[src/rtl/ctl3w_pkg.sv]
package ctl3w_pkg;

    localparam int BYTE_W   = 8;
    localparam int VAL_W    = 6;
    localparam int ID_W     = 6;
    localparam int CNT_W    = $clog2(BYTE_W);
    localparam logic [ID_W-1:0] DEFAULT_ID = 6'b000101;

    typedef enum logic [1:0] {
        XFER_LEVELS = 2'b00,
        XFER_RSV_A  = 2'b01,
        XFER_STATUS = 2'b10,
        XFER_RSV_B  = 2'b11
    } xfer_e;

    typedef enum logic [1:0] {
        TGT_VOL_R  = 2'b00,
        TGT_VOL_L  = 2'b01,
        TGT_BASS   = 2'b10,
        TGT_TREBLE = 2'b11
    } level_tgt_e;

    typedef struct packed {
        logic [VAL_W-1:0] vol_r;
        logic [VAL_W-1:0] vol_l;
        logic [VAL_W-1:0] bass;
        logic [VAL_W-1:0] treble;
    } levels_t;

    typedef struct packed {
        logic [1:0] mode;
        logic       deemph;
        logic [1:0] route_r;
        logic [1:0] route_l;
    } status_t;

    typedef struct packed {
        logic [BYTE_W-1:0] bits;
        logic              is_addr;
    } rx_byte_t;

    typedef struct packed {
        logic dat;
        logic mode;
        logic sclk;
    } pins_t;

    localparam levels_t LEVELS_DEFAULT = '0;
    localparam status_t STATUS_DEFAULT = '0;

    function automatic logic id_match(input logic [BYTE_W-1:0] b,
                                      input logic [ID_W-1:0] id);
        return b[BYTE_W-1 -: ID_W] == id;
    endfunction

    function automatic level_tgt_e level_target(input logic [BYTE_W-1:0] b);
        return level_tgt_e'(b[BYTE_W-1 -: 2]);
    endfunction

    function automatic status_t status_decode(input logic [BYTE_W-1:0] b);
        return status_t'(b[BYTE_W-2:0]);
    endfunction

endpackage

[src/rtl/ctl3w_sync.sv]
module ctl3w_sync #(
    parameter int WIDTH  = 3,
    parameter int STAGES = 2
) (
    input  logic             clk,
    input  logic             rst,
    input  logic [WIDTH-1:0] d,
    output logic [WIDTH-1:0] q
);
    logic [WIDTH-1:0] chain [STAGES];

    always_ff @(posedge clk) begin
        if (rst) chain[0] <= '0;
        else     chain[0] <= d;
    end

    generate
        for (genvar s = 1; s < STAGES; s++) begin : g_stage
            always_ff @(posedge clk) begin
                if (rst) chain[s] <= '0;
                else     chain[s] <= chain[s-1];
            end
        end
    endgenerate

    assign q = chain[STAGES-1];
endmodule

[src/rtl/ctl3w_shifter.sv]
module ctl3w_shifter
    import ctl3w_pkg::*;
(
    input  logic     clk,
    input  logic     rst,
    input  logic     clear,
    input  pins_t    pins,
    output logic     byte_vld,
    output rx_byte_t byte_out
);
    localparam logic [CNT_W-1:0] LAST_BIT = CNT_W'(BYTE_W - 1);

    logic              sclk_q;
    logic              mode_q;
    logic [CNT_W-1:0]  bit_cnt;
    logic [BYTE_W-2:0] shreg;
    logic              rise;
    logic              mode_chg;

    assign rise     = pins.sclk & ~sclk_q;
    assign mode_chg = pins.mode ^ mode_q;

    always_ff @(posedge clk) begin
        if (rst) begin
            sclk_q   <= 1'b0;
            mode_q   <= 1'b0;
            bit_cnt  <= '0;
            shreg    <= '0;
            byte_vld <= 1'b0;
            byte_out <= '0;
        end else begin
            sclk_q   <= pins.sclk;
            mode_q   <= pins.mode;
            byte_vld <= 1'b0;
            if (clear || mode_chg) begin
                bit_cnt <= '0;
            end else if (rise) begin
                shreg <= {shreg[BYTE_W-3:0], pins.dat};
                if (bit_cnt == LAST_BIT) begin
                    bit_cnt          <= '0;
                    byte_vld         <= 1'b1;
                    byte_out.bits    <= {shreg, pins.dat};
                    byte_out.is_addr <= ~pins.mode;
                end else begin
                    bit_cnt <= bit_cnt + 1'b1;
                end
            end
        end
    end

    AST_VLD_AFTER_EDGE: assert property (@(posedge clk) disable iff (rst)
        byte_vld |-> $past(rise && !clear && !mode_chg)) else $error("vld without edge");
    AST_VLD_SINGLE: assert property (@(posedge clk) disable iff (rst)
        byte_vld |=> !byte_vld) else $error("vld longer than one cycle");
endmodule

[src/rtl/ctl3w_regfile.sv]
module ctl3w_regfile
    import ctl3w_pkg::*;
#(
    parameter logic [ID_W-1:0] DEVICE_ID = DEFAULT_ID
) (
    input  logic     clk,
    input  logic     rst,
    input  logic     hold_defaults,
    input  logic     byte_vld,
    input  rx_byte_t byte_in,
    output levels_t  levels,
    output status_t  status
);
    logic  selected;
    xfer_e xfer;

    always_ff @(posedge clk) begin
        if (rst || hold_defaults) begin
            selected <= 1'b0;
            xfer     <= XFER_LEVELS;
            levels   <= LEVELS_DEFAULT;
            status   <= STATUS_DEFAULT;
        end else if (byte_vld) begin
            if (byte_in.is_addr) begin
                selected <= id_match(byte_in.bits, DEVICE_ID);
                xfer     <= xfer_e'(byte_in.bits[1:0]);
            end else if (selected) begin
                unique case (xfer)
                    XFER_LEVELS: begin
                        unique case (level_target(byte_in.bits))
                            TGT_VOL_R:  levels.vol_r  <= byte_in.bits[VAL_W-1:0];
                            TGT_VOL_L:  levels.vol_l  <= byte_in.bits[VAL_W-1:0];
                            TGT_BASS:   levels.bass   <= byte_in.bits[VAL_W-1:0];
                            TGT_TREBLE: levels.treble <= byte_in.bits[VAL_W-1:0];
                        endcase
                    end
                    XFER_STATUS: begin
                        if (!byte_in.bits[BYTE_W-1])
                            status <= status_decode(byte_in.bits);
                    end
                    default: ;
                endcase
            end
        end
    end

    AST_LEVELS_ONLY_SELECTED: assert property (@(posedge clk) disable iff (rst || hold_defaults)
        (levels != $past(levels)) |-> $past(byte_vld && !byte_in.is_addr && selected && xfer == XFER_LEVELS))
        else $error("level write without selection");
    AST_STATUS_GUARD: assert property (@(posedge clk) disable iff (rst || hold_defaults)
        (status != $past(status)) |-> $past(byte_vld && !byte_in.is_addr && selected
                                            && xfer == XFER_STATUS && !byte_in.bits[BYTE_W-1]))
        else $error("status write not allowed");
    AST_UNUSED_QUIET: assert property (@(posedge clk) disable iff (rst || hold_defaults)
        (byte_vld && !byte_in.is_addr && xfer[0]) |=> ($stable(levels) && $stable(status)))
        else $error("unused group wrote");
endmodule

[src/rtl/ctl3w_rx.sv]
module ctl3w_rx
    import ctl3w_pkg::*;
#(
    parameter int              SYNC_STAGES = 2,
    parameter logic [ID_W-1:0] DEVICE_ID   = DEFAULT_ID
) (
    input  logic             clk,
    input  logic             rst,
    input  logic             strap_static,
    input  logic             ser_data,
    input  logic             ser_mode,
    input  logic             ser_clk,
    output logic [VAL_W-1:0] vol_right,
    output logic [VAL_W-1:0] vol_left,
    output logic [VAL_W-1:0] bass_boost,
    output logic [VAL_W-1:0] treble,
    output logic [1:0]       op_mode,
    output logic             deemph,
    output logic [1:0]       route_right,
    output logic [1:0]       route_left,
    output logic             mute_left,
    output logic             mute_right
);
    localparam int PIN_W = $bits(pins_t);

    pins_t    raw_pins;
    pins_t    s_pins;
    logic     byte_vld;
    rx_byte_t rx_byte;
    levels_t  levels;
    status_t  status;

    assign raw_pins = '{dat: ser_data, mode: ser_mode, sclk: ser_clk};

    ctl3w_sync #(.WIDTH(PIN_W), .STAGES(SYNC_STAGES)) u_sync (
        .clk (clk),
        .rst (rst),
        .d   (raw_pins),
        .q   (s_pins)
    );

    ctl3w_shifter u_shift (
        .clk      (clk),
        .rst      (rst),
        .clear    (strap_static),
        .pins     (s_pins),
        .byte_vld (byte_vld),
        .byte_out (rx_byte)
    );

    ctl3w_regfile #(.DEVICE_ID(DEVICE_ID)) u_regs (
        .clk           (clk),
        .rst           (rst),
        .hold_defaults (strap_static),
        .byte_vld      (byte_vld),
        .byte_in       (rx_byte),
        .levels        (levels),
        .status        (status)
    );

    assign vol_right   = levels.vol_r;
    assign vol_left    = levels.vol_l;
    assign bass_boost  = levels.bass;
    assign treble      = levels.treble;
    assign op_mode     = status.mode;
    assign route_right = status.route_r;
    assign route_left  = status.route_l;
    assign deemph      = strap_static ? s_pins.sclk : status.deemph;
    assign mute_left   = strap_static & s_pins.dat;
    assign mute_right  = strap_static & s_pins.mode;

    AST_STRAP_DEFAULTS: assert property (@(posedge clk) disable iff (rst)
        (strap_static && $past(strap_static)) |-> (levels == LEVELS_DEFAULT && status == STATUS_DEFAULT))
        else $error("registers not at default in strap mode");
endmodule

[config.mk]
export PLATFORM = sky130hd
export DESIGN_NAME = ctl3w_rx
export DESIGN_NICKNAME = d
export VERILOG_FILES = /design/src/rtl/ctl3w_pkg.sv /design/src/rtl/ctl3w_sync.sv /design/src/rtl/ctl3w_shifter.sv /design/src/rtl/ctl3w_regfile.sv /design/src/rtl/ctl3w_rx.sv
export SDC_FILE = /design/constraint.sdc
export NUM_CORES = 1
export LEC_CHECK = 0
export ABC_AREA = 1
export BUFFER_PORTS_ARGS = -buffer_cell sky130_fd_sc_hd__clkbuf_2
export CORE_MARGIN = 10
export CORE_UTILIZATION = 35
export CTS_CLUSTER_SIZE = 25
export DETAILED_ROUTE_END_ITERATION = 7
export MAX_ROUTING_LAYER = met4
export PLACE_DENSITY = 0.55
export SLEW_MARGIN = 15
export SYNTH_ARGS = -nofsm -noshare
export SYNTH_HDL_FRONTEND = slang
export SYNTH_SLANG_ARGS = --single-unit
[constraint.sdc]
create_clock -name clk -period 1.8 [get_ports clk]
set_input_delay 0.27 -clock clk [delete_from_list [all_inputs] [get_ports clk]]
set_output_delay 0.27 -clock clk [all_outputs]
set_load 0.02 [all_outputs]
==> results.yml, run 1 <==
status:
  status: "complete, no violations"
synth:
  synth_compound_area_frac: 0.08062
  yosysWarnings: 0
  yosysMostFrequentCell: "nor2_1"
  synthMuxAreaShare: 0
  synth_area_leaders: "dfxtp_1 (48%), nor2_1 (14%), nand2_1 (8.5%), inv_1 (5.1%), o21ai_0 (3.7%)"
  syn_nets: 359
  synthCells: 351
  synth_top_area_frac: 0.4818
  ys_types: 23
  synth_area_per_cell_um2: 7.340
  async_flop_share: 0
  synth_top_family_by_area: "simple AND/OR/NAND/NOR gates"
  synthTopCellsByCount: "nor2_1 (93), dfxtp_1 (62), nand2_1 (58)"
  synth_top_cell_by_area: "dfxtp_1"
  synth-simple-area-share: 0.3196
  synth_edf_count: 0
  ys_seq_area_frac: 0.4818
  yosys_register_bits: 62
  yosys_most_used_dff: "dfxtp_1"
  synthXorXnorAreaFrac: 0
  syn_area_um2: 2576
  yosys.area_share.adder: 0.009713
critical_path:
  r2r_end: "u_regs.levels[21]"
  crit_chain: "inv_1, o21ai_0, clkbuf_2"
  worst_path_largest_cell_delay_ps: 400
  start_kind: "register"
  crit_type: "reg2out"
  timing.rr.start: "u_shift.byte_out[7]"
  worstRegToRegCells: 7
  worst_ep_arrival_time_ps: 1240
  cp-startpoint: "u_sync.chain[1][0]"
  reg2reg_slack_ps: 460
  cp-end-kind: "output port"
  worstPathRequired_ps: 1530
  slowest_stage: "dfxtp_1"
  crit_fanout: 3
final_layout:
  finalNetCount: 394
  antenna_cells: 0
  final_util: 0.4173
  regArea_um2: 1241
  finish.instance_area_um2: 3010
  drive_gt1_frac: 0.1790
  final_cells: 490
  multi_input_area_um2: 1056
  fillers: 801
  area_delta_synth_final_pct: 16.85
sta:
  tightestPinTransition_ps: 407.4
  min_period_ps: 1514
  final_hold_viol_count: 0
  fmax_mhz: 660.3
  setup_violations: 0
  fin_crit_sh: 0.8414
  max_slew_margin: 0.7281
  slew_viol_final: 0
  skew_ps: 8.706
  rsz0062_at_grt: "no"
  finalSetupTns_ps: 0
detailed_routing:
  antenna_left: 0
  finalWirelength_mm: 5.370
  vias_per_cell: 4.339
  drt_iter0_markers: 115
  dr.pass1.iters: 4
  drcViolationCount: 0
  routed-via-count: 2126
  wire_per_inst_um: 10.96
floorplan:
  die_y_um: 105.8
  initial_core_util: 0.3571
  dieArea_um2: 11190
  row_count: 31
  io_pins: 39
  core_um2: 7214
  die_w_um: 105.8
placed_design:
  postPlaceCellArea_um2: 2809
  portBuffers: 38
  placed_cells: 474
  dp_hpwl_mm: 3.981
  gp_congestion: 0.7352
clock_network:
  clockRootBuffer: "clkbuf_8"
  tritoncts: "built"
  clk_latency_ps: 330
  cts_resized: 0
  htreeDepth: 3
  cts.sinks: 62
  ctsHoldBuffers: 0
  cts_setup_buffers: 0
  cts_buffers: 9
  cts.path.max_buffers: 2
  cts.clk_slew.worst_paths_ps: 60
pwr:
  ir_drop_mv: 0.7609
  power_density_nw_per_um2: 897.9
  p_seq_frac: 0.515
  p_leak_nw: 1.221
  pwr-share-clk: 0.450
  p_sw_uw: 572.3
  p_sw_frac: 0.2117
  power.internal_mw: 2.131
  combPwrFrac: 0.035
global_routing:
  gr-total-overflow: 0
  grt_pass1_wl_mm: 8.970
  grt_usage: 0.1013
  grt_max_degree: 36
  grt_pass1_vias: 1904
  antenna_found_initial: 0
hold_path:
  hold_depth: 3
  holdCritStartpoint: "ser_clk"
  min_path_type: "in2reg"
  hold-path-endpoint: "u_sync.chain[0][0]"
job:
  cap_violations: 0
## final cells by class
type                    instances  area share
flip-flops and latches         62      0.4123
multi-input cells             231      0.3508
repair buffers                 42     0.07731
clock buffers                  13     0.05278
inverters                      40     0.05154
well taps                      99     0.04115
clock inverters                 3     0.01413
## critical path, delay by kind of cell, from the launching register on
kind	cells	cell delay (ps)
flip-flops	1	400
AO/OA/AOI/OAI	1	220
buffers and inverters	2	290
## cell families after synthesis
logic type,after synthesis
buffers and inverters,58
and+or+nand+nor,189
AOI/OAI and AO/OA,40
adders and majority gates,2
DFF,62
## flip-flops by register name, indices dropped and copies added (netlist names)
signal and flops:
u_sync.chain 6, u_shift.bit_cnt 3, u_regs.levels 24, u_shift.byte_out 9, u_shift.mode_q 1, u_shift.sclk_q 1, u_shift.shreg 7, u_regs.xfer 2
u_shift.byte_vld 1, u_regs.status 7, u_regs.selected 1
## stage by stage
stage / hold slack, ps / power [mW] / setup WS, ps
CTS: 95.88 / 2.753 / 235.3
detailed placement: 395.6 / 1.519 / 461.6
finish: 116.4 / 2.703 / 285.5
global route: 109.8 / 2.826 / 224.1
floorplan: 332.4 / 1.491 / 447.7
global placement: 392.1 / 1.519 / 461.6
## power by group through the flow
stage	Clock, mW	Combinational, mW	Sequential, mW
2_1_floorplan	0	0.0718	1.42
3_3_place_gp	0	0.0975	1.42
3_5_place_dp	0	0.0973	1.42
4_1_cts	1.26	0.0976	1.39
5_1_grt	1.32	0.110	1.39
6_report	1.22	0.0958	1.39
## how the worst max path moves through the flow
stage	end	cells after the start
floorplan	u_shift.byte_out[2]	7
global placement	u_regs.levels[21]	7
detailed placement	u_regs.levels[21]	7
global route	deemph	3
finish	deemph	3
CTS	deemph	3
## per-layer routing
metal	GRT usage	vias up	wire length (um)
met1	0.1186	907	2575
met3	0.04811	7	311
met5	-	-	0
li1	-	1166	-
met2	0.1475	46	2413
met4	0.03772	0	70
## cell usage in the layout (no fill, tap or decap), types with 2 or more instances in the layout
cell type,n
buf_4,3
clkbuf_2,38
a21oi_1,13
clkbuf_1,2
inv_1,35
nand2_1,58
ha_1,2
nor2_2,2
a21oi_2,2
dfxtp_1,62
nor3_1,6
nand4_1,14
o21ai_1,6
o21ai_0,19
nor2_1,93
inv_2,4
nor2_4,2
nand3_1,11
clkbuf_8,11
No activity file was read; power rests on OpenSTA's default activity.
==> run 2: changes to the inputs <==
--- a/config.mk
+++ b/config.mk
@@ -5,14 +5,14 @@
 export SDC_FILE = /design/constraint.sdc
 export NUM_CORES = 1
 export LEC_CHECK = 0
-export ABC_AREA = 1
+export ABC_AREA = 0
 export BUFFER_PORTS_ARGS = -buffer_cell sky130_fd_sc_hd__clkbuf_2
 export CORE_MARGIN = 10
 export CORE_UTILIZATION = 35
 export CTS_CLUSTER_SIZE = 25
 export DETAILED_ROUTE_END_ITERATION = 7
 export MAX_ROUTING_LAYER = met4
-export PLACE_DENSITY = 0.55
+export PLACE_DENSITY = 0.58
 export SLEW_MARGIN = 15
 export SYNTH_ARGS = -nofsm -noshare
 export SYNTH_HDL_FRONTEND = slang
==> constraint.sdc (replaced) <==
create_clock -name clk -period 1.3 [get_ports clk]
set_input_delay 0.195 -clock clk [delete_from_list [all_inputs] [get_ports clk]]
set_output_delay 0.195 -clock clk [all_outputs]
set_load 0.02 [all_outputs]
==> run 2 against run 1 <==
Critical path depth fell by 1. Synthesized area down 6.7%. Worst hold slack got worse by 42 ps. Utilization up 2.8 points. Register-to-register slack got worse by 400 ps. Sequential power rose by 38%. First-iteration DRC count down 75%. Die area is 5.5% lower. Via count is 20% lower. Final area down 0.67%. Clock power up 39%. Final cell count down 26%.
==> results.yml, run 2 <==
status:
  status: "complete, no violations"
final_layout:
  final_cells: 362
  drive_gt1_frac: 0.2908
  final_cell_mix: "dfxtp_1 (57), mux2i_1 (43), nand2_1 (39)"
  largest_reg_flops: 24
  area_delta_synth_final_pct: 24.41
  regMostFlops: "u_regs.levels"
  top_regs: "u_regs.levels: 24 flops, u_shift.byte_out: 9 flops"
  final_common_cell: "dfxtp_1"
  finalNetCount: 285
  antenna_cells: 0
global_routing:
  met2_usage: 0.1727
  grt_pass1_wl_mm: 8.618
  grt_usage: 0.1082
  antenna_found_initial: 0
  grtUsageMet3: 0.03552
  grt_max_degree: 28
  gr-total-overflow: 0
  top_usage_layer: "met2"
  grt_pass1_vias: 1700
  met1_usage: 0.1214
critical_path:
  slowest_stage: "dfxtp_2"
  crit_chain: "mux2_2, buf_6"
  r2r_end: "u_shift.byte_out[5]"
  cp_top_family: "flip-flops"
  reg2reg_slack_ps: 60
  timing.rr.start: "u_shift.bit_cnt[1]"
  cp-end-kind: "output port"
  worst_path_largest_cell_delay_ps: 330
  crit_type: "reg2out"
  worstPathRequired_ps: 1110
  start_kind: "register"
  worstRegToRegCells: 5
  crit_fanout: 4
  worst_ep_arrival_time_ps: 1060
  crit_buf_inv: 1
synth:
  yosysWarnings: 0
  yosys_most_used_dff: "dfxtp_1"
  synth_area_leaders: "dfxtp_1 (52%), mux2i_1 (18%), nand2_1 (6.1%), nand2b_1 (4.4%), nor2b_1 (2.3%)"
  synthTopCellsByCount: "dfxtp_1 (62), mux2i_1 (43), nand2_1 (39)"
  synth_area_per_cell_um2: 10.45
  yosysMostFrequentCell: "dfxtp_1"
  yosys_register_bits: 62
  syn_nets: 238
  syn_area_um2: 2404
  synth_top_cell_by_area: "dfxtp_1"
  ys_types: 31
  synth_top_area_frac: 0.5164
  synth_edf_count: 0
  async_flop_share: 0
  ys_seq_area_frac: 0.5164
  synthCells: 230
job:
  cap_violations: 0
pwr:
  p_sw_uw: 783.2
  p_seq_frac: 0.514
  power.internal_mw: 2.946
  pwr-share-clk: 0.456
  combPwrFrac: 0.030
  power_density_nw_per_um2: 1247
  ir_drop_mv: 0.4139
  p_sw_frac: 0.2100
  p_leak_nw: 1.342
detailed_routing:
  finalWirelength_mm: 5.219
  routed-via-count: 1711
  drt_iter0_markers: 29
  wire_per_inst_um: 14.42
  dr.pass1.iters: 4
  vias_per_cell: 4.727
  drcViolationCount: 0
  antenna_left: 0
clock_network:
  clk_latency_ps: 330
  cts.sinks: 62
  tritoncts: "built"
  cts_buffers: 9
  clockRootBuffer: "clkbuf_8"
  ctsHoldBuffers: 0
  cts.clk_slew.worst_paths_ps: 60
  cts.path.max_buffers: 2
  htreeDepth: 3
  cts_setup_buffers: 0
sta:
  max_slew_margin: 0.7758
  rsz0062_at_grt: "yes"
  fmax_mhz: 798.1
  setup_violations: 0
  skew_ps: 10.62
  slew_viol_final: 0
  min_period_ps: 1253
  finalSetupTns_ps: 0
  fin_crit_sh: 0.9638
  tightestPinTransition_ps: 335.5
  final_hold_viol_count: 0
  timing.final.ws_setup_ps: 47.09
hold_path:
  hold_depth: 2
  min_path_type: "in2reg"
  holdCritStartpoint: "ser_mode"
  hold-path-endpoint: "u_sync.chain[0][1]"
floorplan:
  core_um2: 6719
  io_pins: 39
  die_w_um: 102.9
  initial_core_util: 0.3577
  die_y_um: 102.9
  row_count: 30
  dieArea_um2: 10580
placed_design:
  post-place-ws_ps: -46.57
  placed_cells: 345
  dp_hpwl_mm: 3.609
  portBuffers: 38
  gp_congestion: 0.7579
run 2: cell count changes in the layout (fill, tap and decap cells not counted), sizes merged, moves of 14 or more:
| cell | delta |
|---|---|
| nand2 | -18 |
| o21ai | -19 |
| mux2i | +43 |
| inv | -40 |
| nor2 | -91 |
| nand2b | +17 |
| nand4 | -14 |
run 2: what timing repair did:
item                       CTS  global route
pin swaps                    2             2
setup endpoints to repair    9            24
gates cloned                 1             0
resized for setup            6             7
run 2: final cells by class:
type | instances | area [um^2]
Fill cell | 648 | 3729
Sequential cell | 62 | 1247
Multi-Input combinational cell | 154 | 1119
Timing Repair Buffer | 50 | 324.1
Clock buffer | 12 | 155.1
Tap cell | 80 | 100.1
Clock inverter | 4 | 45.04
run 2: cell families after synthesis:
kind of cell,share of synthesized area
AO/OA/AOI/OAI,0.04321
XOR/XNOR,0.003645
adder cells (fa/ha/maj),0.01041
buffers and inverters,0.03799
flip-flops,0.5164
multiplexers,0.1838
AND/OR/NAND/NOR,0.2046
run 2: how the worst max path moves through the flow:
| stage | start | depth (start not counted) | slack [ps] | endpoint |
|---|---|---|---|---|
| 2_1_floorplan | u_shift.bit_cnt[0] | 5 | 10 | u_shift.byte_out[0] |
| 3_3_place_gp | u_shift.bit_cnt[0] | 5 | -20 | u_shift.byte_out[7] |
| 4_1_cts | u_shift.bit_cnt[0] | 5 | 6 | u_shift.byte_out[5] |
| 5_1_grt | u_regs.xfer[1] | 3 | -40 | u_regs.levels[19] |
| 6_report | u_sync.chain[1][0] | 2 | 50 | deemph |
| 3_5_place_dp | u_shift.bit_cnt[0] | 5 | -50 | u_shift.byte_out[5] |
run 2: stage by stage:
stage | power [mW] | utilization | hold WS [ps] | instance area [um^2]
2_1_floorplan | 2.022 | - | 323.2 | 2411
4_1_cts | 3.785 | 0.4430 | 61.22 | 2977
3_5_place_dp | 2.068 | 0.4078 | 411.4 | 2740
5_1_grt | 3.867 | 0.4451 | 74.65 | 2990
6_report | 3.729 | 0.4451 | 74.79 | 2990
3_3_place_gp | 2.068 | 0.4078 | 403.0 | 2740
run 2: power groups by stage:
stage	Combinational [mW]	Clock [mW]	Sequential, mW
3_3_place_gp	0.110	0	1.96
3_5_place_dp	0.110	0	1.96
5_1_grt	0.122	1.83	1.92
6_report	0.113	1.70	1.92
2_1_floorplan	0.0653	0	1.96
4_1_cts	0.113	1.76	1.92
run 2: routing by layer:
| layer | up-vias | wire length [um] | share of wire |
|---|---|---|---|
| met4 | 0 | 60 | 0.011 |
| met3 | 5 | 273 | 0.052 |
| met2 | 28 | 2599 | 0.50 |
| li1 | 875 | - | - |
| met1 | 803 | 2285 | 0.44 |
| met5 | - | 0 | 0 |
